### src/rtl/mcsr_pkg.sv
package mcsr_pkg;
  localparam logic [11:0] A_STATUS  = 12'h300;
  localparam logic [11:0] A_ISA     = 12'h301;
  localparam logic [11:0] A_IE      = 12'h304;
  localparam logic [11:0] A_TVEC    = 12'h305;
  localparam logic [11:0] A_SCRATCH = 12'h340;
  localparam logic [11:0] A_EPC     = 12'h341;
  localparam logic [11:0] A_CAUSE   = 12'h342;
  localparam logic [11:0] A_TVAL    = 12'h343;
  localparam logic [11:0] A_IP      = 12'h344;
  localparam logic [11:0] A_VENDOR  = 12'hF11;
  localparam logic [11:0] A_ARCH    = 12'hF12;
  localparam logic [11:0] A_IMPL    = 12'hF13;
  localparam logic [11:0] A_HART    = 12'hF14;
  localparam logic [11:0] A_DCTL    = 12'h7B0;
  localparam logic [11:0] A_DPC     = 12'h7B1;
  localparam logic [11:0] A_DSCR0   = 12'h7B2;
  localparam logic [11:0] A_DSCR1   = 12'h7B3;

  localparam logic [31:0] DCTL_KEEP = 32'h0000_89C4;
  localparam int          TIMER_BIT = 7;

  typedef enum logic [4:0] {
    SEL_NONE, SEL_STATUS, SEL_ISA, SEL_IE, SEL_TVEC, SEL_SCRATCH,
    SEL_EPC, SEL_CAUSE, SEL_TVAL, SEL_IP, SEL_VENDOR, SEL_ARCH,
    SEL_IMPL, SEL_HART, SEL_ZERO, SEL_DCTL, SEL_DPC, SEL_DSCR0, SEL_DSCR1
  } csr_sel_e;

  function automatic logic in_counter_range(input logic [11:0] a);
    logic hi_ok;
    hi_ok = (a[11:5] == 7'h58) || (a[11:5] == 7'h5C) || (a[11:5] == 7'h19) ||
            (a[11:5] == 7'h60) || (a[11:5] == 7'h64);
    return hi_ok && (a[4:0] >= 5'd3);
  endfunction
endpackage

### src/rtl/mcsr_decode.sv
module mcsr_decode
  import mcsr_pkg::*;
#(
  parameter bit DEBUG_EN = 1'b1
) (
  input  logic [11:0] addr,
  input  logic [1:0]  priv,
  input  logic        access,
  output csr_sel_e    sel,
  output logic        err
);
  always_comb begin
    sel = SEL_NONE;
    case (addr)
      A_STATUS:  sel = SEL_STATUS;
      A_ISA:     sel = SEL_ISA;
      A_IE:      sel = SEL_IE;
      A_TVEC:    sel = SEL_TVEC;
      A_SCRATCH: sel = SEL_SCRATCH;
      A_EPC:     sel = SEL_EPC;
      A_CAUSE:   sel = SEL_CAUSE;
      A_TVAL:    sel = SEL_TVAL;
      A_IP:      sel = SEL_IP;
      A_VENDOR:  sel = SEL_VENDOR;
      A_ARCH:    sel = SEL_ARCH;
      A_IMPL:    sel = SEL_IMPL;
      A_HART:    sel = SEL_HART;
      A_DCTL:    sel = DEBUG_EN ? SEL_DCTL  : SEL_NONE;
      A_DPC:     sel = DEBUG_EN ? SEL_DPC   : SEL_NONE;
      A_DSCR0:   sel = DEBUG_EN ? SEL_DSCR0 : SEL_NONE;
      A_DSCR1:   sel = DEBUG_EN ? SEL_DSCR1 : SEL_NONE;
      default:   sel = in_counter_range(addr) ? SEL_ZERO : SEL_NONE;
    endcase
  end

  // refused when the level encoded in the number is above the caller's
  assign err = access && ((addr[9:8] > priv) || (sel == SEL_NONE));
endmodule

### src/rtl/mcsr_trap_calc.sv
module mcsr_trap_calc #(
  parameter int          CAUSE_W = 4,
  parameter logic [31:0] PC_MASK = 32'hFFFF_FFFE
) (
  input  logic               is_irq,
  input  logic [CAUSE_W-1:0] cause,
  input  logic [31:0]        pc,
  input  logic [31:0]        instr,
  input  logic [31:0]        tvec,
  output logic [31:0]        cause_word,
  output logic [31:0]        tval,
  output logic [31:0]        epc,
  output logic [31:0]        target
);
  localparam logic [CAUSE_W-1:0] C_ILLEGAL = CAUSE_W'(2);
  localparam logic [CAUSE_W-1:0] C_BREAK   = CAUSE_W'(3);
  localparam logic [CAUSE_W-1:0] C_ECALL_M = CAUSE_W'(11);

  logic [CAUSE_W-1:0] cause_eff;
  logic [31:0]        base;

  always_comb begin
    cause_eff = cause;
    if (!is_irq && (cause == CAUSE_W'(8) || cause == CAUSE_W'(9) || cause == C_ECALL_M))
      cause_eff = C_ECALL_M;
  end

  assign cause_word = {is_irq, {(31-CAUSE_W){1'b0}}, cause_eff};
  assign epc        = pc & PC_MASK;

  always_comb begin
    tval = '0;
    if (!is_irq && cause_eff == C_ILLEGAL)
      tval = (instr[1:0] == 2'b11) ? instr : {16'h0000, instr[15:0]};
    else if (!is_irq && cause_eff == C_BREAK)
      tval = pc;
  end

  assign base   = tvec & ~32'h3;
  assign target = (is_irq && tvec[0]) ? base + ({{(32-CAUSE_W){1'b0}}, cause_eff} << 2) : base;
endmodule

### src/rtl/mtrap_csr_unit.sv
module mtrap_csr_unit
  import mcsr_pkg::*;
#(
  parameter int          CAUSE_W  = 4,
  parameter logic [31:0] PC_MASK  = 32'hFFFF_FFFE,
  parameter logic [31:0] IRQ_MASK = 32'h0000_0888,
  parameter logic [31:0] MISA_VAL = 32'h4000_1104,
  parameter logic [31:0] HART_ID  = 32'h0,
  parameter bit          DEBUG_EN = 1'b1
) (
  input  logic               clk,
  input  logic               rst,
  input  logic [11:0]        csr_addr,
  input  logic               csr_rd,
  input  logic               csr_wr,
  input  logic [31:0]        csr_wdata,
  input  logic [1:0]         cur_priv,
  output logic [31:0]        csr_rdata,
  output logic               csr_err,
  input  logic               trap_req,
  input  logic               trap_irq,
  input  logic [CAUSE_W-1:0] trap_cause,
  input  logic [31:0]        trap_pc,
  input  logic [31:0]        trap_instr,
  input  logic               mret_req,
  output logic               redirect_vld,
  output logic [31:0]        redirect_pc
);
  localparam logic [31:0] CAUSE_KEEP = 32'h8000_0000 | ((32'd1 << CAUSE_W) - 32'd1);
  localparam logic [31:0] IP_WMASK   = IRQ_MASK & ~(32'd1 << TIMER_BIT);

  csr_sel_e    sel;
  logic        dec_err, wr_go;
  logic        st_mie, st_mpie;
  logic [31:0] irq_en_q, irq_pend_q, tvec_q, scratch_q, epc_q, cause_q, tval_q;
  logic [31:0] tc_cause, tc_tval, tc_epc, tc_target;
  logic [31:0] dbg_rdata, rd_val;

  mcsr_decode #(.DEBUG_EN(DEBUG_EN)) u_dec (
    .addr(csr_addr), .priv(cur_priv), .access(csr_rd | csr_wr),
    .sel(sel), .err(dec_err)
  );

  mcsr_trap_calc #(.CAUSE_W(CAUSE_W), .PC_MASK(PC_MASK)) u_trap (
    .is_irq(trap_irq), .cause(trap_cause), .pc(trap_pc), .instr(trap_instr),
    .tvec(tvec_q), .cause_word(tc_cause), .tval(tc_tval), .epc(tc_epc),
    .target(tc_target)
  );

  // trap and return own the cycle; a concurrent register write is dropped
  assign wr_go = csr_wr && !dec_err && !trap_req && !mret_req;

  always_ff @(posedge clk) begin
    if (rst) begin
      st_mie     <= 1'b0;
      st_mpie    <= 1'b0;
      irq_en_q   <= '0;
      irq_pend_q <= '0;
      tvec_q     <= '0;
      scratch_q  <= '0;
      epc_q      <= '0;
      cause_q    <= '0;
      tval_q     <= '0;
    end else if (trap_req) begin
      st_mpie <= st_mie;
      st_mie  <= 1'b0;
      epc_q   <= tc_epc;
      cause_q <= tc_cause;
      tval_q  <= tc_tval;
    end else if (mret_req) begin
      st_mie  <= st_mpie;
      st_mpie <= 1'b1;
    end else if (wr_go) begin
      case (sel)
        SEL_STATUS: begin
          st_mie  <= csr_wdata[3];
          st_mpie <= csr_wdata[7];
        end
        SEL_IE:      irq_en_q   <= (irq_en_q & ~IRQ_MASK) | (csr_wdata & IRQ_MASK);
        SEL_IP:      irq_pend_q <= (irq_pend_q & ~IP_WMASK) | (csr_wdata & IP_WMASK);
        SEL_TVEC:    tvec_q     <= csr_wdata;
        SEL_SCRATCH: scratch_q  <= csr_wdata;
        SEL_EPC:     epc_q      <= csr_wdata & PC_MASK;
        SEL_CAUSE:   cause_q    <= csr_wdata & CAUSE_KEEP;
        SEL_TVAL:    tval_q     <= csr_wdata;
        default: ;
      endcase
    end
  end

  generate
    if (DEBUG_EN) begin : g_dbg
      logic [31:0] dctl_q, dpc_q, dscr0_q, dscr1_q;
      always_ff @(posedge clk) begin
        if (rst) begin
          dctl_q  <= '0;
          dpc_q   <= '0;
          dscr0_q <= '0;
          dscr1_q <= '0;
        end else if (wr_go) begin
          case (sel)
            SEL_DCTL:  dctl_q  <= csr_wdata & DCTL_KEEP;
            SEL_DPC:   dpc_q   <= csr_wdata;
            SEL_DSCR0: dscr0_q <= csr_wdata;
            SEL_DSCR1: dscr1_q <= csr_wdata;
            default: ;
          endcase
        end
      end
      always_comb begin
        case (sel)
          SEL_DCTL:  dbg_rdata = dctl_q;
          SEL_DPC:   dbg_rdata = dpc_q;
          SEL_DSCR0: dbg_rdata = dscr0_q;
          SEL_DSCR1: dbg_rdata = dscr1_q;
          default:   dbg_rdata = '0;
        endcase
      end
    end else begin : g_nodbg
      assign dbg_rdata = '0;
    end
  endgenerate

  always_comb begin
    case (sel)
      SEL_STATUS:  rd_val = {19'b0, 2'b11, 3'b0, st_mpie, 3'b0, st_mie, 3'b0};
      SEL_ISA:     rd_val = MISA_VAL;
      SEL_IE:      rd_val = irq_en_q;
      SEL_IP:      rd_val = irq_pend_q;
      SEL_TVEC:    rd_val = tvec_q & ~32'h2;
      SEL_SCRATCH: rd_val = scratch_q;
      SEL_EPC:     rd_val = epc_q;
      SEL_CAUSE:   rd_val = cause_q;
      SEL_TVAL:    rd_val = tval_q;
      SEL_VENDOR:  rd_val = 32'h0000_0669;
      SEL_ARCH:    rd_val = 32'h0;
      SEL_IMPL:    rd_val = 32'h1;
      SEL_HART:    rd_val = HART_ID;
      default:     rd_val = dbg_rdata;
    endcase
  end

  always_ff @(posedge clk) begin
    if (rst) begin
      csr_rdata    <= '0;
      csr_err      <= 1'b0;
      redirect_vld <= 1'b0;
      redirect_pc  <= '0;
    end else begin
      csr_rdata    <= (csr_rd && !dec_err) ? rd_val : 32'h0;
      csr_err      <= dec_err;
      redirect_vld <= trap_req || mret_req;
      if (trap_req)      redirect_pc <= tc_target;
      else if (mret_req) redirect_pc <= epc_q;
    end
  end
endmodule

### config.mk
export PLATFORM = sky130hd
export DESIGN_NAME = mtrap_csr_unit
export DESIGN_NICKNAME = d
export VERILOG_FILES = /design/src/rtl/mcsr_pkg.sv /design/src/rtl/mcsr_decode.sv /design/src/rtl/mcsr_trap_calc.sv /design/src/rtl/mtrap_csr_unit.sv
export SDC_FILE = /design/constraint.sdc
export NUM_CORES = 1
export LEC_CHECK = 0
export BUFFER_PORTS_ARGS = -buffer_cell sky130_fd_sc_hd__buf_2
export CORE_ASPECT_RATIO = 1.5
export CORE_MARGIN = 5
export CORE_UTILIZATION = 58
export CTS_CLUSTER_SIZE = 25
export DETAILED_ROUTE_END_ITERATION = 10
export MAX_ROUTING_LAYER = met4
export PLACE_DENSITY = 0.8
export SYNTH_ARGS = -nofsm -noshare
export SYNTH_HDL_FRONTEND = slang
export SYNTH_SLANG_ARGS = --single-unit
### constraint.sdc
create_clock -name clk -period 3.5 [get_ports clk]
set_clock_uncertainty 0.15 [all_clocks]
set_input_delay 0.35 -clock clk [delete_from_list [all_inputs] [get_ports clk]]
set_output_delay 0.35 -clock clk [all_outputs]
set_load 0.02 [all_outputs]
# After elaboration in Yosys (flattened, before gate mapping)

Cells that the tools add are included.

Bits of input ports: 121
Memory bits (read-only): 0
Output and inout port bits: 66
Logic and storage cells: 150
Memory bits (writable): 0
Register bits: 366
Latch bits: 0
Memories kept: 0

Divide/modulo/power cells: 0
Order comparisons: 2
Mux-type cells: 30
Multipliers: 0
Equal/unequal tests: 46
Reduce and logical (&&, ||, !) cells: 48
Bitwise gates (word level): 6
Shifts and indexed selects: 0
$add $sub $neg: 1

Operators with widths:

| kind                                                                     | number |
|---|---|
| 32-bit 2-to-1 mux                                                        | 18 |
| 32-bit one-hot mux with 12 select lines                                  | 1 |
| 32-bit one-hot mux with 4 select lines                                   | 1 |
| 12-bit by 10-bit equality test with 1-bit output (second input constant) | 9 |
| 5-bit one-hot mux with 17 select lines                                   | 1 |
| 32-bit by 12-bit bitwise OR with 32-bit output                           | 2 |
| 12-bit by 11-bit equality test with 1-bit output (second input constant) | 4 |
| 12-bit equality test (second input constant)                             | 4 |
| 5-bit by 4-bit equality test with 1-bit output (second input constant)   | 7 |
| 32-bit by 6-bit adder with 32-bit output                                 | 1 |
| 7-bit equality test (second input constant)                              | 4 |
| 5-bit by 3-bit equality test with 1-bit output (second input constant)   | 4 |
| 4-bit AND reduction                                                      | 4 |
| 5-bit equality test (second input constant)                              | 3 |
| 2-bit nonzero test                                                       | 7 |
| 4-bit equality test (second input constant)                              | 3 |
| 2-bit AND reduction                                                      | 6 |
| 5-bit by 2-bit equality test with 1-bit output (second input constant)   | 2 |
| 1-bit logical AND                                                        | 10 |
| 3-bit AND reduction                                                      | 3 |
| 4-bit by 2-bit equality test with 1-bit output (second input constant)   | 2 |
| 1-bit logical OR                                                         | 8 |
| 4-bit 2-to-1 mux                                                         | 2 |
| 7-bit by 5-bit equality test with 1-bit output (second input constant)   | 1 |
| other kinds (12)                                                         | 26 |

# Logic depth before layout (Yosys ltp)

Gate-level depths: netlist of the first run.

Depth after elaboration: 18
Depth in mapped cells: 12
Depth with buffers taken out: 12

# Hierarchy

From an unflattened synthesis of the first run, not the netlist that was laid out.

Cells, all modules: 2076
Area, all modules: 16483.3 µm²

Modules (own cells, without submodules):

| module         | instances | cells each | sequential area each (µm²) | area an instance (µm²) |
|---|---|---|---|---|
| mtrap_csr_unit | 1         | 1783       | 6706.4                     | 14375.0 |
| mcsr_trap_calc | 1         | 222        | 0.0                        | 1632.8 |
| mcsr_decode    | 1         | 71         | 0.0                        | 475.5 |

# Worst setup path before layout of the first run

No wires, ideal clock.

Kind: input to register
From: input trap_cause[0]
To: register redirect_pc[28]
Stages on the path: 11
Buffers on the path: 1
Setup slack: 0.594 ns
Arrival: 2.670 ns
Data required time: 3.264 ns
Setup time: 0.086 ns
Cells stage by stage: clkbuf_1 o21bai_1 ha_1 fa_1 a21o_1 a21oi_1 or3_1 nor3_1 nand4_1 xor2_1 a211oi_1

Cells in the longest elaborated chain, start to end: 8
Elaborated cells between the ends (all ways): 10
Those cells by class: 1 x add/sub; 3 x eq/ne; 3 x mux; 3 x reduce/logical

Ends and longest elaborated chain:

| item                                       | line                  | text |
|---|---|---|
| from (decl)                                | mtrap_csr_unit.sv:22  | `input logic [CAUSE_W-1:0] trap_cause,` |
| 4-bit equality test                        | mcsr_trap_calc.sv:24  | `if (!is_irq && (cause == CAUSE_W'(8) \|\| cause == CAUSE_W'(9) \|\| cause == C_ECALL_M))` |
| 1-bit logical OR (2 in series)             | mcsr_trap_calc.sv:24  |  |
| 1-bit logical AND                          | mcsr_trap_calc.sv:24  |  |
| 4-bit 2-to-1 mux *                         | mcsr_trap_calc.sv:24  |  |
| 32-bit by 6-bit adder with 32-bit output * | mcsr_trap_calc.sv:40  | `assign target = (is_irq && tvec[0]) ? base + ({{(32-CAUSE_W){1'b0}}, cause_eff} << 2) : base;` |
| 32-bit 2-to-1 mux *                        | mcsr_trap_calc.sv:40  |  |
| 32-bit 2-to-1 mux *                        | mtrap_csr_unit.sv:153 | `if (trap_req) redirect_pc <= tc_target;` |
| to (signal assigned)                       | mtrap_csr_unit.sv:153 |  |
| to (signal assigned)                       | mtrap_csr_unit.sv:154 | `else if (mret_req) redirect_pc <= epc_q;` |
| to (decl)                                  | mtrap_csr_unit.sv:27  | `output logic [31:0] redirect_pc` |

Every way passes the cells marked *; elsewhere a longest branch is shown, timed or not.
A chain may end at the register's enable or synchronous reset.

# Worst setup path in the final report of the first run

From: input csr_addr[5]
To: register csr_rdata[13]

Cells in the longest elaborated chain, start to end: 15
Elaborated cells between the ends (all ways): 56
Those cells by class: 39 x eq/ne; 4 x mux; 1 x bitwise; 12 x reduce/logical

Ends and longest elaborated chain:

| item                                                                                           | line                  | text |
|---|---|---|
| from (decl)                                                                                    | mtrap_csr_unit.sv:13  | `input logic [11:0] csr_addr,` |
| 7-bit equality test                                                                            | mcsr_pkg.sv:31        | `hi_ok = (a[11:5] == 7'h58) \|\| (a[11:5] == 7'h5C) \|\| (a[11:5] == 7'h19) \|\|` |
| 1-bit logical OR (3 in series)                                                                 | mcsr_pkg.sv:31        |  |
| 1-bit logical OR                                                                               | mcsr_pkg.sv:32        | `(a[11:5] == 7'h60) \|\| (a[11:5] == 7'h64);` |
| 1-bit logical AND                                                                              | mcsr_pkg.sv:33        | `return hi_ok && (a[4:0] >= 5'd3);` |
| 4-bit 2-to-1 mux                                                                               | mcsr_decode.sv:32     | `default: sel = in_counter_range(addr) ? SEL_ZERO : SEL_NONE;` |
| 5-bit one-hot mux with 17 select lines *                                                       | mcsr_decode.sv:14     | `case (addr)` |
| parallel branches: the longest is 7 deep, another holds 32-bit one-hot mux with 4 select lines | n/a                   |  |
| to (signal assigned)                                                                           | mtrap_csr_unit.sv:150 | `csr_rdata <= (csr_rd && !dec_err) ? rd_val : 32'h0;` |
| to (decl)                                                                                      | mtrap_csr_unit.sv:18  | `output logic [31:0] csr_rdata,` |

Mark *: on every way between the ends.

==> results of run 1 <==
==> cells in the mapped netlist, types with 4 or more instances <==
master     count  area (sq um)
a2111oi_0     31           272
o22ai_1       12          75.1
and3_1         6          37.5
mux2_1        13           146
a22oi_1       10          75.1
a21oi_1      207          1040
dfxtp_1      305          6110
o21ai_0       14          70.1
nand2b_1       5          31.3
nand3_1       29           145
a221oi_2       9           135
mux2_2         6          67.6
nand2_1      384          1440
mux2i_1       44           440
a221o_1       37           370
a31oi_1        6          37.5
ha_1           6          75.1
nor2_1        61           229
nand4_1        4          25.0
buf_1          7          26.3
clkbuf_1     119           447
inv_1         41           154
buf_2         19          95.1
xor2_1        17           149
a22o_1         5          43.8
o21ai_1        9          45.0
a41oi_1        4          35.0
nor4_1         7          43.8
and2_1         5          31.3
nor3_1        88           440
xnor2_1        8          70.1
nor2b_1       32           200
a221oi_1      13           114
a311oi_1       4          35.0
a21o_1         4          30.0
nor3_2        12           120
a211oi_1      66           495
or3_1         12          75.1
a222oi_1      25           250
or2_2          4          25.0
==> logic make-up (layout without fill, tap and decap cells) <==
group	Yosys count	in the layout	share of synthesized area (%)
buf+inv	194	410	5.49
other cells	1	3	0.0261
compound gates	481	481	23.2
xor+xnor	25	25	1.53
flops	305	305	42.5
mux	63	63	4.56
simple gates	681	681	22.0
fa+ha+maj	7	7	0.663
==> power groups by stage <==
stage	clock [mW]	combinational, mW	sequential [mW]
floorplan	0	0.267	3.66
global placement	0	0.517	3.67
detailed placement	0	0.523	3.67
CTS	3.12	0.588	3.59
global route	3.25	0.649	3.59
finish	3.13	0.617	3.60
==> layout make-up <==
| type | count | area share (%) |
|---|---|---|
| diodes | 2 | 0.0288 |
| multi-input cells | 1258 | 43.2 |
| clock inverters | 11 | 0.656 |
| flip-flops and latches | 305 | 35.2 |
| clock buffers | 39 | 4.69 |
| repair buffers | 319 | 13.0 |
| well taps | 324 | 2.34 |
| inverters | 41 | 0.887 |
==> worst min path at each step <==
stage | cells after the start | end | from | slack, ps
floorplan | 2 | g_dbg.dpc_q[11] | g_dbg.dpc_q[11] | 280
global placement | 2 | g_dbg.dscr0_q[29] | g_dbg.dscr0_q[29] | 290
detailed placement | 2 | scratch_q[9] | scratch_q[9] | 290
CTS | 3 | tvec_q[13] | csr_wdata[13] | 1
global route | 3 | tval_q[11] | trap_instr[11] | 10
finish | 3 | tval_q[11] | trap_instr[11] | 2
==> registers in the layout, summed over array words and instances (netlist names), 31 cells and up <==
name,flops
g_dbg.dscr1_q,32
redirect_pc,31
csr_rdata,32
g_dbg.dpc_q,32
g_dbg.dscr0_q,32
epc_q,31
tvec_q,31
tval_q,32
scratch_q,32
==> routing by layer <==
layer	up-vias	global-route usage [%]
met5	-	-
met4	0	37.9
met3	345	7.05
met2	1106	64.9
met1	7085	43.1
li1	6708	-
==> critical path: cells and delay by family <==
family | cells | cell delay [ps]
and+or+nand+nor | 4 | 1170
buffers and inverters | 1 | 150
AOI/OAI and AO/OA | 4 | 1750
==> timing repair <==
item,4_1_cts,5_1_grt
endpoints found under the hold margin,109,0
resized for setup,0,0
hold buffers,80,0
endpoints found under the setup margin,0,0
buffers inserted,0,0
==> results.yml, run 1 <==
power_and_ir_drop:
  p_comb_share_pct: 8.4
  irDropWorstVdd_uv: 376
  netSwitchingFraction_pct: 24.7
  leakagePower_nw: 6.50
  power_density_mw_per_mm2: 423
  power_switching_mw: 1.82
  power_frac_clock_pct: 42.6
  finalPower_mw: 7.34
  seqPwrFrac_pct: 49.0
  internal-power_mw: 5.52
synthesis:
  mappedNetlistNets: 1885
  async_reset_ff_share_pct: 0
  ys_seq_area_share_pct: 42.5
  netlist_instances: 1757
  post_synth_instance_area_sq_mm: 0.0144
  ys.warnings.count: 0
  dominant_synthesized_flop_cell: "dfxtp_1"
  synth_enable_flop_cells: 0
  synth_seq_cells: 305
  netlist-cell-type-count: 79
  synth.avg_cell_area_sq_um: 8.17
cells_and_area:
  sequential_cell_area_sq_mm: 0.00611
  design.final.nets: 2081
  final_util_pct: 71.0
  multiInputGateArea_sq_mm: 0.00750
  area_delta_synth_final_pct: 20.9
  final_cell_count_no_fill: 2299
  mostFrequentLayoutCell: "nand2_1"
  finish.instance_area_sq_mm: 0.0174
  layout-drive-gt1-share_pct: 16.7
  fillers: 1851
  mostFrequentLayoutCells: "nand2_1, dfxtp_1, a21oi_1, buf_2, nor3_1"
timing:
  fin_tns_setup_ps: 0
  fin_ws_ps: 306
  setup_violations: 0
  finalHoldViolations: 0
  timing.final.max_slew_violations: 0
  post-route-min-period_ps: 3190
  post-route-period-util_pct: 91.3
  clock.fmax_mhz: 313
  relSlewSlack_pct: 29.7
  fin_hold_ws_ps: 2.08
  rsz_0062_raised_after_global_routing: "no"
  timing_worst_slew_pin_value_ps: 1050
drt:
  topRoutingLayerUsed: "met4"
  vias_per_cell: 6.63
  wl_met2_um: 26800
  firstDrtPassIters: 7
  met1Wirelength_um: 19000
  postRouteAntennaNets: 0
  route.final.wire_length_um: 58300
  routedWlPerCell_um: 25.4
  vias: 15244
  drtIter0Drc: 1863
  met3RoutedLength_um: 5500
  route.detailed.drc: 0
cts:
  cts_tree: "yes"
  clock_sinks: 305
  clock_tree.buffer_depth: 3
  clk-insertion-delay-late_ps: 570
  htree_levels: 1
  cell_at_the_root_of_the_clock_tree: "clkbuf_16"
  cts_inserted_buffers: 28
  path_clk_slew_ps: 70
flow_run:
  timing.max_cap.violations: 0
setup_path:
  path_class: "input port to flip-flop"
  crit_path_end: "csr_rdata[13]"
  endpoint_kind: "flip-flop"
  timing.critical_path.cells: "buf_2 > or3_1 > nor3_1 > a32oi_1 > or3_1 > o211a_1 > a221o_1 > a221oi_1 > nor3_1"
  arrival_ps: 3440
  r2r_setup_slack_ps: 590
  worst_reg2reg_path_depth: 8
  timing.critical_path.slowest_stage_cell: "a221oi_1"
  rr_startpoint: "tvec_q[7]"
  worst_path_largest_cell_delay_ps: 780
  critical_path.max_fanout: 18
  worst-endpoint-required_ps: 3740
  startpoint_type: "input port"
  worstReg2RegEnd: "redirect_pc[31]"
  worstSetupStartpoint: "csr_addr[5]"
global_routing:
  antenna_found_initial: 2
  gr-total-overflow: 0
  first_global_vias: 14889
  pin_count_of_the_biggest_net_entering_global_routing: 126
  globalRouteTotalUtil_pct: 40.9
  grt_first_pass_wirelength_um: 87400
placement:
  post-place-ws_ps: 45.7
  numPlacedInstances: 2167
  post_dp_cell_area_sq_mm: 0.0156
  gpl.final_weighted_congestion: 1.01
  dpl.hpwl_um: 38100
  io_buffers: 185
floorplan:
  chipHeight_um: 203
  initial_utilization_pct: 58.7
  floorplan.rows: 70
  core_area_sq_mm: 0.0244
  chipWidth_um: 138
  die-area_sq_mm: 0.0281
  top_level_pins: 187
min_path:
  hold_path.class: "input port to flip-flop"
outcome:
  run_status: "completed"
Power figures use the tool's default switching activity.
==> run 2, diff against run 1 <==
- CORE_ASPECT_RATIO: 1.5 -> 1.1
==> results.yml, run 2 (synthesis gave the netlist of run 1 again) <==
outcome:
  run_status: "complete, but fails checks"
  failing_checks: "DRC"
global_routing:
  antenna_found_initial: 6
  gr-total-overflow: 0
  globalRouteTotalUtil_pct: 37.7
  first_global_vias: 14312
  grt_first_pass_wirelength_um: 82000
  pin_count_of_the_biggest_net_entering_global_routing: 131
timing:
  fin_tns_setup_ps: 0
  relSlewSlack_pct: 33.2
  finalHoldViolations: 0
  timing_worst_slew_pin_value_ps: 1000
  post-route-min-period_ps: 3140
  post-route-period-util_pct: 89.6
  timing.final.max_slew_violations: 0
  setup_violations: 0
  clock.fmax_mhz: 319
  fin_ws_ps: 364
  rsz_0062_raised_after_global_routing: "no"
cts:
  cts_inserted_buffers: 30
  cts_tree: "yes"
  clock_sinks: 305
  htree_levels: 1
  cts_post_setup_buffers_inserted: 0
  clock_tree.buffer_depth: 3
  post_cts_resized: 0
  clk-insertion-delay-late_ps: 570
  path_clk_slew_ps: 70
  cts_hold_repair.buffers: 92
  cell_at_the_root_of_the_clock_tree: "clkbuf_16"
drt:
  drtIter0Drc: 2664
  routedWlPerCell_um: 23.3
  vias: 15304
  route.detailed.drc: 6
  firstDrtPassIters: 11
  vias_per_cell: 6.62
  route.final.wire_length_um: 53900
  postRouteAntennaNets: 0
power_and_ir_drop:
  netSwitchingFraction_pct: 23.8
  leakagePower_nw: 6.66
  power_switching_mw: 1.86
  p_comb_share_pct: 7.9
  irDropWorstVdd_uv: 365
  power_frac_clock_pct: 46.2
  power_density_mw_per_mm2: 442
  internal-power_mw: 5.96
  seqPwrFrac_pct: 45.9
  finalPower_mw: 7.82
min_path:
  hold_path.class: "input port to flip-flop"
placement:
  dpl.hpwl_um: 35000
  post_dp_cell_area_sq_mm: 0.0156
  gpl.final_weighted_congestion: 0.970
  io_buffers: 185
  post-place-ws_ps: 276
cells_and_area:
  mostFrequentLayoutCell: "nand2_1"
  fillers: 1763
  area_delta_synth_final_pct: 23.3
  layout-drive-gt1-share_pct: 17.2
  mostFrequentLayoutCells: "nand2_1, dfxtp_1, a21oi_1, buf_2, dlygate4sd3_1"
  finish.instance_area_sq_mm: 0.0177
  design.final.nets: 2102
setup_path:
  path_class: "input port to flip-flop"
  worst_path_largest_cell_delay_ps: 530
  critical_path.max_fanout: 7
  timing.critical_path.slowest_stage_cell: "dlygate4sd3_1"
  arrival_ps: 3470
  worst_path_dominant_cell_family: "simple AND/OR/NAND/NOR gates"
  timing.critical_path.cells: "dlygate4sd3_1 > buf_2 > nor2_1 > nand2_1 > o21bai_1 > ha_1 > fa_1 > a21o_1 > a21oi_1 > or3_1 > nor3_1 > nand4_1 > xor2_1 > a211oi_1"
  endpoint_kind: "flip-flop"
  startpoint_type: "input port"
  cp_num_buf_inv: 2
  worst-endpoint-required_ps: 3830
floorplan:
  chipHeight_um: 175
  floorplan.rows: 60
  core_area_sq_mm: 0.0244
  initial_utilization_pct: 58.8
  chipWidth_um: 160
  die-area_sq_mm: 0.0280
  top_level_pins: 187
flow_run:
  timing.max_cap.violations: 0
## run 2: cell count changes in the layout (fill, tap and decap cells not counted), moves of 3 or more
cell	change
clkbuf_1	-3
buf_4	+7
clkbuf_8	+3
diode_2	+4
dlygate4sd3_1	+13
bufinv_16	+4
## run 2: area by class of cell
type                       instances  area, sq um  area share [%]
multi-input combinational       1258         7500            42.4
tap                              310          388            2.19
timing repair buffer             338         2420            13.7
antenna                            6         15.0          0.0848
clock buffer                      40          868            4.91
inverter                          41          154           0.870
sequential                       305         6110            34.5
clock inverter                    15          248            1.40
## run 2: power by group through the flow
stage | clock network [mW] | registers [mW] | logic [mW]
finish | 3.61 | 3.59 | 0.618
global placement | 0 | 3.66 | 0.504
global route | 3.77 | 3.59 | 0.654
detailed placement | 0 | 3.66 | 0.511
floorplan | 0 | 3.66 | 0.267
CTS | 3.60 | 3.58 | 0.588
## run 2: metal layers
| layer | routed length [um] | GRT usage, % | vias to the layer above |
|---|---|---|---|
| met5 | 0 | - | - |
| met4 | 2650 | 14.5 | 0 |
| met3 | 8140 | 10.8 | 270 |
| met2 | 22700 | 53.9 | 1209 |
| met1 | 20400 | 50.7 | 7069 |
| li1 | - | - | 6756 |
## run 2: stage by stage
| stage | utilization (%) | hold WS, ps | instances |
|---|---|---|---|
| 2_1_floorplan | - | 277 | 1757 |
| 3_3_place_gp | 64.1 | 287 | 2159 |
| 3_5_place_dp | 64.1 | 293 | 2159 |
| 4_1_cts | 72.4 | 1.61 | 2306 |
| 5_1_grt | 72.5 | 7.94 | 2313 |
| 6_report | 72.5 | 14.3 | 2313 |
## run 2: worst paths after layout
check	from	endpoint	slack [ps]	depth (start not counted)
worst min register to register	g_dbg.dpc_q[11]	g_dbg.dpc_q[11]	300	2
worst max register to register	tvec_q[6]	redirect_pc[28]	750	8
worst max-delay path	trap_irq	redirect_pc[28]	360	14
worst min-delay path	csr_wdata[8]	g_dbg.dpc_q[8]	10	3
## run 2: worst reg2reg max path, cell delays in order, from the launching register on
cell	delay, ps
dfxtp_1	460
nand4_1	220
nor2_1	240
nand3_1	260
or3_1	450
nor3_1	320
nand4_1	160
xor2_1	180
a211oi_1	230
